==> config.mk <==
export PLATFORM = sky130hd
export DESIGN_NAME = sat_arith_unit
export DESIGN_NICKNAME = d
export VERILOG_FILES = /design/src/rtl/sat_arith_pkg.sv /design/src/rtl/sat_addsub.sv /design/src/rtl/sat_double.sv /design/src/rtl/sat_clamp.sv /design/src/rtl/sat_arith_unit.sv
export SDC_FILE = /design/constraint.sdc
export NUM_CORES = 1
export LEC_CHECK = 0
export ABC_AREA = 1
export BUFFER_PORTS_ARGS = -buffer_cell sky130_fd_sc_hd__buf_4
export CORE_UTILIZATION = 23
export DETAILED_ROUTE_END_ITERATION = 8
export MAX_ROUTING_LAYER = met4
export SYNTH_ARGS = -nofsm -noshare
export SYNTH_HDL_FRONTEND = slang
export SYNTH_SLANG_ARGS = --single-unit
==> constraint.sdc <==
create_clock -name clk -period 4.7 [get_ports clk]
set_input_delay 0.94 -clock clk [delete_from_list [all_inputs] [get_ports clk]]
set_output_delay 0.94 -clock clk [all_outputs]
set_load 0.02 [all_outputs]
==> src/rtl/sat_arith_pkg.sv <==
// Package: shared opcode encoding for the saturating arithmetic unit.
// Assumes a 4-bit opcode field; values 10..15 are unused.
package sat_arith_pkg;

    localparam int OP_W = 4;

    typedef enum logic [OP_W-1:0] {
        OP_ADD_S    = 4'd0,
        OP_SUB_S    = 4'd1,
        OP_ADD_WRAP = 4'd2,
        OP_DBL      = 4'd3,
        OP_ADD_U    = 4'd4,
        OP_SUB_U    = 4'd5,
        OP_CLAMP_S  = 4'd6,
        OP_CLAMP_U  = 4'd7,
        OP_CLAMP_S2 = 4'd8,
        OP_CLAMP_U2 = 4'd9
    } sat_op_e;

endpackage

==> src/rtl/sat_addsub.sv <==
// Module: sat_addsub
// Adds or subtracts two W-bit operands. Flags signed or unsigned overflow
// and, when clamp_en is high, replaces the wrapped value with the limit.
// Assumes the caller ignores ovf for operations that do not use it.
module sat_addsub #(
    parameter int W = 32
) (
    input  logic [W-1:0] a,
    input  logic [W-1:0] b,
    input  logic         is_sub,
    input  logic         is_unsigned,
    input  logic         clamp_en,
    output logic [W-1:0] res,
    output logic         ovf
);

    logic [W:0]   ext_sum;
    logic [W-1:0] raw;
    logic         carry_out;
    logic         sign_same;
    logic         sign_moved;
    logic         s_ovf;
    logic [W-1:0] lim;

    // Wide add or subtract so the carry or borrow is available.
    always_comb begin
        if (is_sub) begin
            ext_sum = {1'b0, a} - {1'b0, b};
        end else begin
            ext_sum = {1'b0, a} + {1'b0, b};
        end
        raw       = ext_sum[W-1:0];
        carry_out = ext_sum[W];
    end

    // Signed overflow from operand and result signs.
    always_comb begin
        sign_same  = (a[W-1] == b[W-1]);
        sign_moved = (raw[W-1] != a[W-1]);
        s_ovf      = is_sub ? (!sign_same && sign_moved) : (sign_same && sign_moved);
    end

    // Pick the overflow kind and the limit value to clamp to.
    always_comb begin
        if (is_unsigned) begin
            ovf = carry_out;
            lim = is_sub ? '0 : '1;
        end else begin
            ovf = s_ovf;
            lim = a[W-1] ? {1'b1, {(W-1){1'b0}}} : {1'b0, {(W-1){1'b1}}};
        end
        res = (ovf && clamp_en) ? lim : raw;
    end

endmodule

==> src/rtl/sat_double.sv <==
// Module: sat_double
// Doubles a signed W-bit value. The thresholds are +/- 2^(W-2); the
// negative threshold itself counts as saturating. Assumes W >= 3.
module sat_double #(
    parameter int W = 32
) (
    input  logic [W-1:0] x,
    output logic [W-1:0] res,
    output logic         hit
);

    logic too_high;
    logic too_low;

    // Compare against the thresholds using the top two bits and the rest.
    always_comb begin
        too_high = !x[W-1] && x[W-2];
        too_low  = x[W-1] && (!x[W-2] || (x[W-3:0] == '0));
        hit      = too_high || too_low;
        if (too_high) begin
            res = {1'b0, {(W-1){1'b1}}};
        end else if (too_low) begin
            res = {1'b1, {(W-1){1'b0}}};
        end else begin
            res = {x[W-2:0], 1'b0};
        end
    end

endmodule

==> src/rtl/sat_clamp.sv <==
// Module: sat_clamp
// Saturates a signed W-bit value to a width N (0..2^SH_W-1), either into
// the signed range [-2^N, 2^N-1] or into the unsigned range [0, 2^N-1].
// Uses mask tests rather than a shifter. Widths of W or more never clip a
// positive value.
module sat_clamp #(
    parameter int W    = 32,
    parameter int SH_W = 5
) (
    input  logic [W-1:0]    val_in,
    input  logic [SH_W-1:0] width_sel,
    input  logic            unsigned_mode,
    output logic [W-1:0]    val_out,
    output logic            clipped
);

    logic [W-1:0] keep_mask;
    logic [W-1:0] upper_mask;
    logic         above_max;
    logic         below_min;

    // Build the in-range mask for width N and its complement.
    always_comb begin
        keep_mask  = ~({W{1'b1}} << width_sel);
        upper_mask = ~keep_mask;
    end

    // Detect out-of-range from the bits at and above position N.
    always_comb begin
        above_max = !val_in[W-1] && (|(val_in & upper_mask));
        below_min = val_in[W-1] && !(&(val_in | keep_mask));
    end

    // Choose the clamped value for the selected mode.
    always_comb begin
        if (unsigned_mode) begin
            clipped = val_in[W-1] || above_max;
            if (val_in[W-1]) begin
                val_out = '0;
            end else if (above_max) begin
                val_out = keep_mask;
            end else begin
                val_out = val_in;
            end
        end else begin
            clipped = above_max || below_min;
            if (above_max) begin
                val_out = keep_mask;
            end else if (below_min) begin
                val_out = upper_mask;
            end else begin
                val_out = val_in;
            end
        end
    end

endmodule

==> src/rtl/sat_arith_unit.sv <==
// Module: sat_arith_unit (top)
// Saturating arithmetic with a registered result and a sticky saturation
// flag. One operation per cycle when op_valid is high. Assumes DATA_W is
// even (two halves) and at least 8; the reset is synchronous and active-low.
module sat_arith_unit
    import sat_arith_pkg::*;
#(
    parameter int DATA_W = 32,
    parameter int SH_W   = $clog2(DATA_W)
) (
    input  logic              clk,
    input  logic              rst_n,
    input  logic              op_valid,
    input  logic [OP_W-1:0]   op_code,
    input  logic [DATA_W-1:0] opnd_a,
    input  logic [DATA_W-1:0] opnd_b,
    input  logic [SH_W-1:0]   sat_width,
    input  logic              q_clear,
    output logic              res_valid,
    output logic [DATA_W-1:0] result,
    output logic              q_flag
);

    localparam int LANES  = 2;
    localparam int HALF_W = DATA_W / LANES;

    sat_op_e                             op;
    logic                                as_sub;
    logic                                as_uns;
    logic                                as_clamp;
    logic                                cl_uns;
    logic [DATA_W-1:0]                   as_res;
    logic                                as_ovf;
    logic [DATA_W-1:0]                   dbl_res;
    logic                                dbl_hit;
    logic [DATA_W-1:0]                   word_res;
    logic                                word_hit;
    logic [LANES-1:0][HALF_W-1:0]        lane_res;
    logic [LANES-1:0]                    lane_hit;
    logic [DATA_W-1:0]                   nxt_res;
    logic                                nxt_hit;

    // Decode the opcode into the datapath controls.
    always_comb begin
        op       = sat_op_e'(op_code);
        as_sub   = (op == OP_SUB_S) || (op == OP_SUB_U);
        as_uns   = (op == OP_ADD_U) || (op == OP_SUB_U);
        as_clamp = (op != OP_ADD_WRAP);
        cl_uns   = (op == OP_CLAMP_U) || (op == OP_CLAMP_U2);
    end

    sat_addsub #(.W(DATA_W)) u_addsub (
        .a           (opnd_a),
        .b           (opnd_b),
        .is_sub      (as_sub),
        .is_unsigned (as_uns),
        .clamp_en    (as_clamp),
        .res         (as_res),
        .ovf         (as_ovf)
    );

    sat_double #(.W(DATA_W)) u_double (
        .x   (opnd_a),
        .res (dbl_res),
        .hit (dbl_hit)
    );

    sat_clamp #(.W(DATA_W), .SH_W(SH_W)) u_word_clamp (
        .val_in        (opnd_a),
        .width_sel     (sat_width),
        .unsigned_mode (cl_uns),
        .val_out       (word_res),
        .clipped       (word_hit)
    );

    // One clamp per half for the dual-half forms.
    for (genvar g = 0; g < LANES; g++) begin : g_lane
        sat_clamp #(.W(HALF_W), .SH_W(SH_W)) u_lane_clamp (
            .val_in        (opnd_a[g*HALF_W +: HALF_W]),
            .width_sel     (sat_width),
            .unsigned_mode (cl_uns),
            .val_out       (lane_res[g]),
            .clipped       (lane_hit[g])
        );
    end

    // Select the result and clamp indication of the chosen operation.
    always_comb begin
        case (op)
            OP_ADD_S, OP_SUB_S, OP_ADD_WRAP, OP_ADD_U, OP_SUB_U: begin
                nxt_res = as_res;
                nxt_hit = as_ovf;
            end
            OP_DBL: begin
                nxt_res = dbl_res;
                nxt_hit = dbl_hit;
            end
            OP_CLAMP_S, OP_CLAMP_U: begin
                nxt_res = word_res;
                nxt_hit = word_hit;
            end
            OP_CLAMP_S2, OP_CLAMP_U2: begin
                nxt_res = lane_res;
                nxt_hit = |lane_hit;
            end
            default: begin
                nxt_res = '0;
                nxt_hit = 1'b0;
            end
        endcase
    end

    // Capture the result for one cycle per valid operation.
    always_ff @(posedge clk) begin
        if (!rst_n) begin
            res_valid <= 1'b0;
            result    <= '0;
        end else begin
            res_valid <= op_valid;
            if (op_valid) begin
                result <= nxt_res;
            end
        end
    end

    // Sticky flag: the clear wins over a set in the same cycle.
    always_ff @(posedge clk) begin
        if (!rst_n) begin
            q_flag <= 1'b0;
        end else if (q_clear) begin
            q_flag <= 1'b0;
        end else if (op_valid && nxt_hit) begin
            q_flag <= 1'b1;
        end
    end

endmodule

==> results by group <==
Synthesis
  • Post-synth ARST share: 0%
  • Yosys top cell by area: nand2_1
  • Number of synthesized flops with an enable pin: 0
  • Yosys top cell area share: 25.36%
  • Mapped Nets: 1853
  • Yosys warnings: 0
  • Synth area leaders: nand2_1, nand3_1, nor2_1
  • Library cells used by synthesis: 47
  • Seq/Total Area, Yosys: 7.754%
  • Most frequent cells after synthesis: nand2_1, nand3_1, nor2_1
  • Netlist Area Pre-Place: 0.008778 sq mm
  • Syn Area/Cell: 5.039 sq um
  • Post-Syn Instances: between 1500 and 2000
  • #FFs+latches synth: 34
  • Most used DFF post-synth: dfxtp_1
  • Cell with the most instances after synthesis: nand2_1

Place
  • Buffers added on ports: 110
  • Placed cells: 2432
  • Routability cong.: 0.9919
  • Post-DP HPWL: 35.29 mm

Critical path
  • Crit path kind: in2reg
  • CP arrival: between 4 and 5 ns
  • Worst path max stage delay: 0.33 ns
  • CP top delay family: simple AND/OR/NAND/NOR gates
  • CP max-delay cell: ha_1
  • CP bufs+invs: 7
  • CP endpoint kind: register
  • Crit path required time: 4.80 ns
  • Max FO, Critical Path: 8
  • Crit start category: input pin

Clock network
  • H-tree Lvls: 2
  • Root Buffer: clkbuf_16
  • CTS Buf Count: 5
  • Clk_lat worst skew: about 0.27 ns
  • Maximum clock path buffer count: 2
  • Worst-path clk slew: about 0.05 ns
  • Clock Sinks: 34
  • CTS tree: done

Final layout
  • Non-filler instance count after layout: about 2500
  • Multi-input combinational cell area: 0.007654 sq mm
  • Layout cells sized above 1: 23.24%
  • Final net count: just over 2000
  • FF/Latch Area: ~680 sq um
  • Filler cells: 4195
  • Final Util: between 30 and 40%
  • Area delta synth->final: 37.43%

Detailed routing
  • Post-DRT Antenna Nets: 0
  • DR WL/cell: 18.64 microns
  • DR iter-0 viols: about 1400
  • Vias per inst: a little over 5
  • Vias: 12510
  • WL final: 45.79 mm
  • # DRC: 0
  • First drt pass iteration count: 6

Timing
  • Max Freq: 0.2127 GHz
  • Slew Viols, Final: 0
  • Worst Slack Setup Final: -0.0004046 ns
  • Fin Setup TNS: -0.0004046 ns
  • Slew margin rel.: roughly 18%
  • Final setup vio count: 1
  • Worst Skew: 0 ns
  • Worst-Margin Slew: 1.231 ns
  • Fin crit share: 100.0%
  • RSZ-0062 raised after global routing: true
  • Crit path time final: approximately 4.7 ns
  • Hold Vio Cnt, Final: 0

Job
  • Max Cap Viol: 0

Status
  • Status: finished with violations
  • Failing checks: negative setup slack

Power and ir drop
  • PwrDens: between 150 and 200 mW/mm^2
  • Worst vdd ir: 0.0001302 V
  • P_leak: 6.165 nW

GRT
  • GRT Total Usage: 23.39%
  • Pin count of the biggest net entering global routing: 36
  • Grt ovf: 0
  • Vias in the first global route: 11680
  • Initial antenna violation count: 1
  • First-pass GRT wire length: 68.11 mm

Die
  • Top Ports: 111
  • Core region area: 0.03758 sq mm
  • Die width: 197.4 microns
  • Die ar.: 0.03895 sq mm
  • Chip Height: slightly below 200 microns
  • Row count: 71
  • Initial Util: 23.36%

Worst hold path
  • HP Class: reg2reg
flip-flops by register name (all words and copies together) (netlist names):
register,cells
q_flag,1
res_valid,1
result,32
worst register-to-register path, cell delays in order, from the launching register on:
cell     delay [ns]
dfxtp_1        0.37
nand2_1        0.07
a21oi_1        0.20
through the flow:
step                hold WS (ns)  area (sq um)  total power [W]  setup slack, ns
finish                    0.4640         12060         0.002294       -0.0004046
global placement          0.4549         10950         0.001733          -0.4592
global route              0.4877         12060         0.002443          -0.2063
detailed placement        0.4564         10950         0.001737          -0.4871
floorplan                 0.5409          8778         0.001139           0.3024
CTS                       0.4649         11240         0.002129         0.009648
cell usage in the layout, fill, tap and decap left out, types with 14 or more instances in the layout:
master	synthesis	final
a21oi_2	1	16
a21oi_1	105	88
o21ai_0	68	64
nor2_1	224	215
ha_1	33	26
nand2_1	593	547
nand2_4	8	17
nand2_2	14	50
nand4_1	20	20
nand3_1	225	208
buf_4	8	249
xnor2_1	22	21
inv_2	19	20
o21ai_1	15	14
xor2_1	33	30
dfxtp_1	34	34
inv_1	171	167
cells by family (layout without fill, tap and decap cells):
family,after synthesis,count (layout),synth area share [%]
buffers and inverters,262,465,12.66
DFF,34,34,7.754
xor gates and xnor gates,55,55,5.487
other,0,1,0
AOI/OAI and AO/OA,216,216,13.21
adders and majority gates,34,34,4.932
and+or+nand+nor,1141,1141,55.96
layer usage:
layer	global-route usage, %	vias up	share of wire [%]
li1	-	5995	-
met1	28.50	5797	41
met2	39.23	588	48
met3	2.715	127	7.1
met4	9.130	0	4.3
met5	-	-	0
repair_timing:
action                                  in CTS  in global routing
cloned                                       1                  3
gates resized for setup                     17                159
pin swaps                                    8                 70
hold buffers                                 0                  0
endpoints found under the setup margin      33                 33
setup buffers                                2                 11
path summary, 6_finish.rpt:
check / slack, ns / start / cells past startpoint / endpoint
setup / recovery: -0.0004 / opnd_b[1] / 32 / result[6]
setup reg to reg: 3.97 / result[16] / 2 / result[16]
hold reg to reg: 0.46 / result[29] / 2 / result[29]
hold / removal: 0.46 / result[29] / 2 / result[29]
where the power goes:
group          switching, W  internal (W)  leakage, nW
Sequential        0.0000148      0.000312        0.278
Clock              0.000111      0.000261       0.0829
Combinational      0.000978      0.000616         5.80
Total               0.00110       0.00119         6.16
cell type report:
type                    count  share of cell area (%)
inverters                 191                   6.150
diodes                      1                 0.02074
clock buffers               6                   1.151
multi-input cells        1446                   63.44
well taps                 511                   5.300
clock inverters             1                  0.2489
flip-flops and latches     34                   5.642
repair buffers            267                   18.05
Note: power is estimated with default switching activity, not from simulation.
